<file path="config.mk">
export PLATFORM = sky130hd
export DESIGN_NAME = modctl_top
export DESIGN_NICKNAME = d
export VERILOG_FILES = /design/src/rtl/modctl_pkg.sv /design/src/rtl/modctl_regs.sv /design/src/rtl/modctl_seq.sv /design/src/rtl/modctl_lane.sv /design/src/rtl/modctl_top.sv
export SDC_FILE = /design/constraint.sdc
export NUM_CORES = 1
export LEC_CHECK = 0
export BUFFER_PORTS_ARGS = -buffer_cell sky130_fd_sc_hd__buf_2
export CAP_MARGIN = 10
export CORE_ASPECT_RATIO = 1.75
export CORE_MARGIN = 2
export CORE_UTILIZATION = 48
export CTS_BUF_LIST = sky130_fd_sc_hd__clkbuf_16
export CTS_CLUSTER_DIAMETER = 80
export CTS_CLUSTER_SIZE = 30
export DETAILED_ROUTE_END_ITERATION = 12
export GPL_TIMING_DRIVEN = 0
export HOLD_SLACK_MARGIN = 0.12
export PLACE_DENSITY_LB_ADDON = 0.2
export SLEW_MARGIN = 20
export SYNTH_ARGS = -nofsm -noshare
export SYNTH_HDL_FRONTEND = slang
export SYNTH_SLANG_ARGS = --single-unit
</file>
<file path="constraint.sdc">
create_clock -name clk -period 1.3 [get_ports clk]
set_input_delay 0.195 -clock clk [delete_from_list [all_inputs] [get_ports clk]]
set_output_delay 0.195 -clock clk [all_outputs]
set_load 0.1 [all_outputs]
</file>
<file path="src/rtl/modctl_pkg.sv">
package modctl_pkg;

   typedef enum logic [1:0] {
      ST_OFF  = 2'd0,
      ST_SRST = 2'd1,
      ST_RSVD = 2'd2,
      ST_ON   = 2'd3
   } mstate_t;

   localparam int AUX_BIT = 9;

   // Clock enable implied by a state code.
   function automatic logic st_clk(input logic [1:0] s);
      return s != ST_OFF;
   endfunction

   // Reset level implied by a state code.
   function automatic logic st_rst(input logic [1:0] s);
      return s != ST_ON;
   endfunction

endpackage

</file>
<file path="src/rtl/modctl_regs.sv">
module modctl_regs
   import modctl_pkg::*;
#(
   parameter int NUM_MOD = 6,
   parameter int SLOT_W = 4,
   parameter int ADDR_W = 12,
   parameter logic [ADDR_W-1:0] CTL_BASE  = 'h200,
   parameter logic [ADDR_W-1:0] STAT_BASE = 'h100,
   parameter logic [ADDR_W-1:0] CMD_ADDR  = 'h010,
   parameter logic [ADDR_W-1:0] BUSY_ADDR = 'h014,
   parameter bit STRICT_CODE = 1'b1
) (
   input  logic                      clk,
   input  logic                      rst_n,
   input  logic                      bus_wr,
   input  logic                      bus_rd,
   input  logic [ADDR_W-1:0]         bus_addr,
   input  logic [31:0]               bus_wdata,
   input  logic                      busy,
   input  logic [NUM_MOD-1:0][1:0]   cur,
   output logic [NUM_MOD-1:0][1:0]   nxt,
   output logic                      go_req,
   output logic [31:0]               bus_rdata
);
   localparam int WIN_W = SLOT_W + 2;

   logic [SLOT_W-1:0]  slot;
   logic               ctl_hit, stat_hit;
   logic [NUM_MOD-1:0] aux_q;
   logic [1:0]         wr_code;
   logic               wr_keep;
   logic [31:0]        rd_next, rdata_q;
   logic               unused_wdata;

   assign unused_wdata = ^{bus_wdata[31:10], bus_wdata[8:2]};

   assign slot     = bus_addr[WIN_W-1:2];
   assign ctl_hit  = (bus_addr[ADDR_W-1:WIN_W] == CTL_BASE[ADDR_W-1:WIN_W]) &&
                     (bus_addr[1:0] == 2'b00);
   assign stat_hit = (bus_addr[ADDR_W-1:WIN_W] == STAT_BASE[ADDR_W-1:WIN_W]) &&
                     (bus_addr[1:0] == 2'b00);
   assign go_req   = bus_wr && (bus_addr == CMD_ADDR) && bus_wdata[0];

   // Variant: how the reserved code 2 is handled on a control write.
   if (STRICT_CODE) begin : g_code_strict
      assign wr_keep = (bus_wdata[1:0] == ST_RSVD);
      assign wr_code = bus_wdata[1:0];
   end else begin : g_code_loose
      assign wr_keep = 1'b0;
      assign wr_code = (bus_wdata[1:0] == ST_RSVD) ? ST_OFF : bus_wdata[1:0];
   end

   for (genvar i = 0; i < NUM_MOD; i++) begin : g_ctl
      logic hit_i;
      assign hit_i = bus_wr && ctl_hit && (slot == SLOT_W'(i));
      always_ff @(posedge clk or negedge rst_n) begin
         if (!rst_n) begin
            nxt[i]   <= ST_OFF;
            aux_q[i] <= 1'b0;
         end else if (hit_i) begin
            aux_q[i] <= bus_wdata[AUX_BIT];
            if (!wr_keep) nxt[i] <= wr_code;
         end
      end
   end

   always_comb begin
      rd_next = '0;
      for (int k = 0; k < NUM_MOD; k++) begin
         if (ctl_hit && slot == SLOT_W'(k)) begin
            rd_next[1:0]    = nxt[k];
            rd_next[AUX_BIT] = aux_q[k];
         end
         if (stat_hit && slot == SLOT_W'(k)) rd_next[1:0] = cur[k];
      end
      if (bus_addr == BUSY_ADDR) rd_next[0] = busy;
   end

   always_ff @(posedge clk or negedge rst_n) begin
      if (!rst_n)      rdata_q <= '0;
      else if (bus_rd) rdata_q <= rd_next;
   end

   assign bus_rdata = rdata_q;

endmodule

</file>
<file path="src/rtl/modctl_seq.sv">
module modctl_seq #(
   parameter int TRANS_CYC = 4
) (
   input  logic clk,
   input  logic rst_n,
   input  logic go_req,
   input  logic any_pend,
   output logic busy,
   output logic start,
   output logic ph_clk,
   output logic ph_rst,
   output logic finish
);
   localparam int CNT_W = $clog2(TRANS_CYC);
   localparam logic [CNT_W-1:0] LAST = CNT_W'(TRANS_CYC - 1);

   logic             busy_q, work_q;
   logic [CNT_W-1:0] cnt_q;

   assign busy   = busy_q;
   assign start  = go_req && !busy_q;
   assign ph_clk = busy_q && work_q && (cnt_q == '0);
   assign ph_rst = busy_q && work_q && (cnt_q == CNT_W'(1));
   assign finish = busy_q && (!work_q || cnt_q == LAST);

   always_ff @(posedge clk or negedge rst_n) begin
      if (!rst_n) begin
         busy_q <= 1'b0;
         work_q <= 1'b0;
         cnt_q  <= '0;
      end else if (start) begin
         busy_q <= 1'b1;
         work_q <= any_pend;
         cnt_q  <= '0;
      end else if (finish) begin
         busy_q <= 1'b0;
         work_q <= 1'b0;
         cnt_q  <= '0;
      end else if (busy_q) begin
         cnt_q  <= cnt_q + CNT_W'(1);
      end
   end

endmodule

</file>
<file path="src/rtl/modctl_lane.sv">
module modctl_lane
   import modctl_pkg::*;
(
   input  logic       clk,
   input  logic       rst_n,
   input  logic       start,
   input  logic       ph_clk,
   input  logic       ph_rst,
   input  logic       finish,
   input  logic [1:0] nxt,
   output logic       pend,
   output logic [1:0] cur,
   output logic       clk_en,
   output logic       mrst
);
   logic [1:0] tgt_q, cur_q;
   logic       act_q, clk_q, rst_q;

   assign pend   = (nxt != cur_q);
   assign cur    = cur_q;
   assign clk_en = clk_q;
   assign mrst   = rst_q;

   always_ff @(posedge clk or negedge rst_n) begin
      if (!rst_n) begin
         tgt_q <= ST_OFF;
         cur_q <= ST_OFF;
         act_q <= 1'b0;
         clk_q <= 1'b0;
         rst_q <= 1'b1;
      end else begin
         if (start) begin
            tgt_q <= nxt;
            act_q <= pend;
         end
         if (ph_clk && act_q) clk_q <= st_clk(tgt_q);
         if (ph_rst && act_q) rst_q <= st_rst(tgt_q);
         if (finish && act_q) begin
            cur_q <= tgt_q;
            act_q <= 1'b0;
         end
      end
   end

endmodule

</file>
<file path="src/rtl/modctl_top.sv">
module modctl_top
   import modctl_pkg::*;
#(
   parameter int NUM_MOD = 6,
   parameter int SLOT_W = 4,
   parameter int ADDR_W = 12,
   parameter int TRANS_CYC = 4,
   parameter logic [ADDR_W-1:0] CTL_BASE  = 'h200,
   parameter logic [ADDR_W-1:0] STAT_BASE = 'h100,
   parameter logic [ADDR_W-1:0] CMD_ADDR  = 'h010,
   parameter logic [ADDR_W-1:0] BUSY_ADDR = 'h014,
   parameter bit STRICT_CODE = 1'b1
) (
   input  logic               clk,
   input  logic               rst_n,
   input  logic               bus_wr,
   input  logic               bus_rd,
   input  logic [ADDR_W-1:0]  bus_addr,
   input  logic [31:0]        bus_wdata,
   output logic [31:0]        bus_rdata,
   output logic [NUM_MOD-1:0] mod_clk_en,
   output logic [NUM_MOD-1:0] mod_rst
);
   localparam int WIN_W = SLOT_W + 2;

   // Elaboration-time parameter checks.
   if (NUM_MOD < 1 || NUM_MOD > (1 << SLOT_W)) begin : g_bad_count
      $error("NUM_MOD must lie in 1 .. 2**SLOT_W");
   end
   if (TRANS_CYC < 3) begin : g_bad_len
      $error("TRANS_CYC must be at least 3");
   end
   if (ADDR_W <= WIN_W) begin : g_bad_addr
      $error("ADDR_W too small for the slot window");
   end
   if (CTL_BASE[WIN_W-1:0] != '0 || STAT_BASE[WIN_W-1:0] != '0) begin : g_bad_base
      $error("register windows must be aligned to their size");
   end

   logic [NUM_MOD-1:0][1:0] nxt_vec, cur_vec;
   logic [NUM_MOD-1:0]      pend_vec;
   logic go_req, busy, start, ph_clk, ph_rst, finish;

   modctl_regs #(
      .NUM_MOD(NUM_MOD), .SLOT_W(SLOT_W), .ADDR_W(ADDR_W),
      .CTL_BASE(CTL_BASE), .STAT_BASE(STAT_BASE),
      .CMD_ADDR(CMD_ADDR), .BUSY_ADDR(BUSY_ADDR), .STRICT_CODE(STRICT_CODE)
   ) regs_i (
      .clk(clk), .rst_n(rst_n), .bus_wr(bus_wr), .bus_rd(bus_rd),
      .bus_addr(bus_addr), .bus_wdata(bus_wdata), .busy(busy),
      .cur(cur_vec), .nxt(nxt_vec), .go_req(go_req), .bus_rdata(bus_rdata)
   );

   modctl_seq #(.TRANS_CYC(TRANS_CYC)) seq_i (
      .clk(clk), .rst_n(rst_n), .go_req(go_req), .any_pend(|pend_vec),
      .busy(busy), .start(start), .ph_clk(ph_clk), .ph_rst(ph_rst),
      .finish(finish)
   );

   for (genvar i = 0; i < NUM_MOD; i++) begin : g_lane
      modctl_lane lane_i (
         .clk(clk), .rst_n(rst_n), .start(start), .ph_clk(ph_clk),
         .ph_rst(ph_rst), .finish(finish), .nxt(nxt_vec[i]),
         .pend(pend_vec[i]), .cur(cur_vec[i]),
         .clk_en(mod_clk_en[i]), .mrst(mod_rst[i])
      );
   end

endmodule

</file>
* Word-level counts from Yosys, hierarchy flattened
Cells that the tools add are included.
** Word-level totals
- Output and inout port bits :: 44
- Word-level logic and storage cells :: 182
- Flip-flop bits (word level) :: 67
** Cells by class
- Mux-type cells :: 37
- Bitwise gates (word level) :: 1
- Eq/ne operators :: 24
- Reduce and logical (&&, ||, !) cells :: 73
- Add/subtract/negate cells :: 1
** Operators with widths (count)
- $logic_and 1x1->1 :: 46
- $mux 2 :: 15
- $reduce_bool 2->1 :: 13
- $eq 12x5->1 const B :: 2
- $mux 1 :: 22
- $ne 2x2->1 :: 6
- $ne 2x2->1 const B :: 6
- $reduce_and 2->1 :: 6
- $eq 4x2->1 const B :: 2
- $eq 4x3->1 const B :: 2
- $eq 6x3->1 const B :: 1
- $eq 6x4->1 const B :: 1
- $reduce_or 6->1 :: 1
- $eq 2x2->1 const B :: 2
- $eq 4x1->1 const B :: 1
- $logic_not 2->1 :: 2
- $logic_not 4->1 :: 1
- $reduce_bool 3->1 :: 1
- $add 2x1->2 const B :: 1
- $eq 2x1->1 const B :: 1
- $logic_not 1->1 :: 2
- $logic_or 1x1->1 :: 1
- $not 1->1 :: 1

* Longest topological paths before layout
- Depth in word-level cells :: 16
- Depth in mapped cells :: 8

* Modules after synthesis
Synthesis repeated with hierarchy kept, for this count alone.
** Unflattened totals
- Cell total of the unflattened synthesis :: 353
- Area total of the unflattened synthesis :: 3673.5 sq um
** By module, submodules not included
- modctl_lane :: cells each 23, times used 6, area an instance 297.8 sq um
- modctl_regs :: cells each 190, times used 1, area an instance 1635.3 sq um
- modctl_seq :: cells each 22, times used 1, area an instance 237.7 sq um
- modctl_top :: cells each 3, times used 1, area an instance 13.8 sq um

* Least setup slack after synthesis
No wires, ideal clock.
- Path type :: input port to flip-flop
- Start :: input port bus_addr[1]
- End :: register g_lane[0].lane_i.tgt_q[0]
- Slack :: -0.345 ns
- Required time :: 1.173 ns
- Data arrival time :: 1.517 ns
- Stages :: 6
- Path through :: nor4_4 -> and3_1 -> and3b_1 -> buf_6 -> buf_6 -> mux2_1
** On the way
- Word-level cells in the longest chain between the ends :: 4
** Ends and longest elaborated chain
- from (decl) :: RTL line modctl_top.sv:18 : input logic [ADDR_W-1:0] bus_addr,
- $eq 12x5->1 :: RTL line modctl_regs.sv:42 : assign go_req = bus_wr && (bus_addr == CMD_ADDR) && bus_wdata[0];
- $logic_and 1x1->1 (2 in a row) :: RTL line modctl_regs.sv:42
- $logic_and 1x1->1 :: RTL line modctl_seq.sv:21 : assign start = go_req && !busy_q;
- to (signal assigned) :: RTL line modctl_lane.sv:33 : tgt_q <= nxt;
- to (decl) :: RTL line modctl_lane.sv:16 : logic [1:0] tgt_q, cur_q;
Every way passes these cells.
A chain may end at the register's enable or synchronous reset.

* Final worst setup path
Same ends and word-level chain as after synthesis.

==> results.ini <==
[run_status]
result_of_the_run = finished with violations
failing_checks = negative setup slack

[synthesis]
synth-seq-cells = 67
netlist.area_leader.share = 0.4130
post_synth_most_frequent_cells = dfrtp_1, buf_4, a21oi_1
synth.top_cells.by_area = dfrtp_1, buf_4, mux2_2
netlist-cell-type-count = 55
post_synth_inst_count = 342
proportion_of_synthesized_chip_area_in_sequential_cells = 0.4557
synth_edf_count = 0
synth_flop_cell = dfrtp_1
synth.avg_cell_area_um2 = 10.81
synth.most_common_cell = dfrtp_1
share_of_flip_flops_with_an_asynchronous_set_or_reset = 1.000
synth_warnings = 0
synth_largest_area_cell = dfrtp_1
synthesis.area_um2 = 3696

[timing]
slew_violations = 0
layout_worst_path_cycle_share = 1.153
report.final.setup_viol = 65
maxClockFrequency_ghz = 0.6674
fin_worst_hold_slack_ns = 0.1395
grt_setup_unrepaired = true
finalHoldViolations = 0
final.setup_skew_ns = 0.004449
setup_slack_ns = -0.1983
timing_worst_slew_pin_value_ns = 0.6829
fin_crit_ns = 1.498
worst_rel_slew_slack = 0.5447

[grt]
globalRoute.totalOverflow = 0
grt_pass1_wl_um = 15550
first_global_vias = 3085
grt_util_all_layers = 0.2384
pin_count_of_the_biggest_net_entering_global_routing = 51
antenna_violations_before_repair = 0

[layout]
layout-drive-gt1-share = 0.5304
design.final.nets = 506
nFillCells = 522
finalCoreUtilization = 0.7306
multi_input_area_um2 = 2137
antennaDiodeCount = 0
seq_area_um2 = 1689
layout-area-overhead-vs-synth_pct = 48.54
final_cell_area_um2 = 5490

[floorplanning]
fp.dieW_um = 70.33
vertical_die_dimension_um = 120.1
placeableCoreArea_um2 = 7515
initial_core_util = 0.4918
boundaryPins = 92
rows = 42
die_area_um2 = 8445

[route]
antenna_violating_nets_post_route = 0
routed_wl_um = 9823
routedWlPerCell_um = 17.93
dr_total_vias = 3029
routed_vias_inst = 5.527
drt_iter0_markers = 162
detail_route.drc_violations = 0
drtPass1Iterations = 4

[worst_setup_path]
start_kind = primary input
cp.required_ns = 1.52
crit_type = in2reg
timing.critical_path.arrival_ns = 1.71
worst-path-max-fanout = 5
cp-end-kind = flip-flop

[clock_network]
clock_latency_ns = 0.33
tritoncts = done
cts-htree-levels = 3
max-clock-path-buffers = 2
clockRootBuffer = clkbuf_16
number_of_clock_sinks = 67
clock_pin_slew_on_the_worst_setup_and_hold_paths_ns = 0.05
tritoncts.num_buffers = 9

[place]
preCtsSetupSlack_ns = -0.6422
placement.io_buffers = 31
dpl_cell_area_um2 = 4155
dp.final_hpwl_um = 6275
placer_s_final_routability_congestion_estimate = 0.8691

[pwr]
power_density_nw_per_um2 = 998.3
leakage_nw = 2.628
peakVddDrop_mv = 0.8885

[min_path]
hold_path_class = in2reg

[run]
max_cap_violations = 0

[final timing paths]
check                      slack (ns)             from  cells past startpoint                        end
hold reg to reg                  0.50  regs_i.aux_q[2]                      1            regs_i.aux_q[2]
min in group asynchronous        0.28            rst_n                      2  g_lane[5].lane_i.tgt_q[1]
setup / recovery                -0.20      bus_addr[1]                      8  g_lane[0].lane_i.tgt_q[0]
max in group asynchronous        0.43            rst_n                      3      g_lane[0].lane_i.mrst
setup reg to reg                -0.17  regs_i.aux_q[2]                      4        regs_i.bus_rdata[9]
hold / removal                   0.14     bus_wdata[0]                      2              regs_i.nxt[6]
[placed cells by master (no fill, tap or decap), types with 3 or more instances in the layout]
master,count
buf_4,63
dfrtp_1,57
mux2_4,31
buf_6,30
conb_1,29
nor2_1,17
buf_2,16
a21oi_2,15
nand2_1,12
clkbuf_16,12
a31oi_1,12
a21oi_1,11
xnor2_1,11
a22o_1,8
buf_12,7
inv_1,6
nand2_4,6
dfstp_2,6
o22ai_1,5
nand4_1,5
o21ai_1,5
a41oi_2,5
nand2b_1,4
dfrtp_2,4
nor2b_1,3
and3_4,3
o21ai_2,3
a21oi_4,3
ha_4,3
[registers in the layout (all words and copies together) (netlist names)]
name                  cells
seq_i.cnt_q               2
g_lane.lane_i.cur        12
g_lane.lane_i.clk_en      6
g_lane.lane_i.act_q       6
g_lane.lane_i.mrst        6
regs_i.aux_q              6
regs_i.nxt               12
g_lane.lane_i.tgt_q      12
seq_i.busy                1
seq_i.work_q              1
regs_i.bus_rdata          3
[report_power, final]
group | switching [mW] | internal [mW] | leakage [nW] | total [mW]
clock network | 0.864 | 1.65 | 0.152 | 2.52
logic | 0.622 | 0.220 | 1.58 | 0.842
registers | 0.0194 | 2.10 | 0.896 | 2.12
total | 1.50 | 3.98 | 2.63 | 5.48
[cell families (layout without fill, tap and decap cells)]
logic type               Yosys count  in the layout  synth area share
buffers and inverters             62            152            0.1141
AO/OA/AOI/OAI                     89             89            0.1642
multiplexers                      36             36            0.1090
AND/OR/NAND/NOR                   72             72            0.1175
flip-flops                        67             67            0.4557
XOR/XNOR                          12             12           0.02844
other                              1             29          0.001015
adder cells (fa/ha/maj)            3              3           0.01016
[worst max-delay path, stage by stage]
cell and delay, ns:
buf_6 0.10, nor4_4 0.25, buf_4 0.18, and3_4 0.19, and3b_2 0.22, buf_6 0.14, clkbuf_16 0.15, mux2_4 0.29
[timing repair]
action,4_1_cts,5_1_grt
hold endpoints to repair,64,0
hold buffers,1,0
gates cloned,2,2
setup buffers,31,13
resized for setup,135,39
pin swaps,33,15
setup endpoints to repair,75,72
[layer usage]
metal	vias up	track usage	share of wire
met5	-	0	0
met4	0	0.1322	0.055
met2	101	0.4304	0.55
met1	1472	0.2605	0.36
li1	1413	-	-
met3	43	0.03610	0.039
[metrics by stage]
stage	setup TNS [ns]	instances	power, mW
CTS	-4.973	537	5.481
finish	-6.913	548	5.481
floorplan	-7.993	370	2.744
detailed placement	-23.45	490	2.886
global placement	-36.32	489	2.865
global route	-10.81	548	5.641
[layout make-up]
| class | count | area share |
|---|---|---|
| multi-input combinational | 241 | 0.3892 |
| timing repair buffer | 78 | 0.1415 |
| tap | 88 | 0.02005 |
| clock buffer | 9 | 0.04102 |
| buffer | 51 | 0.07908 |
| sequential | 67 | 0.3077 |
| inverter | 7 | 0.006153 |
| clock inverter | 7 | 0.01527 |
No activity file was read; power rests on OpenSTA's default activity.
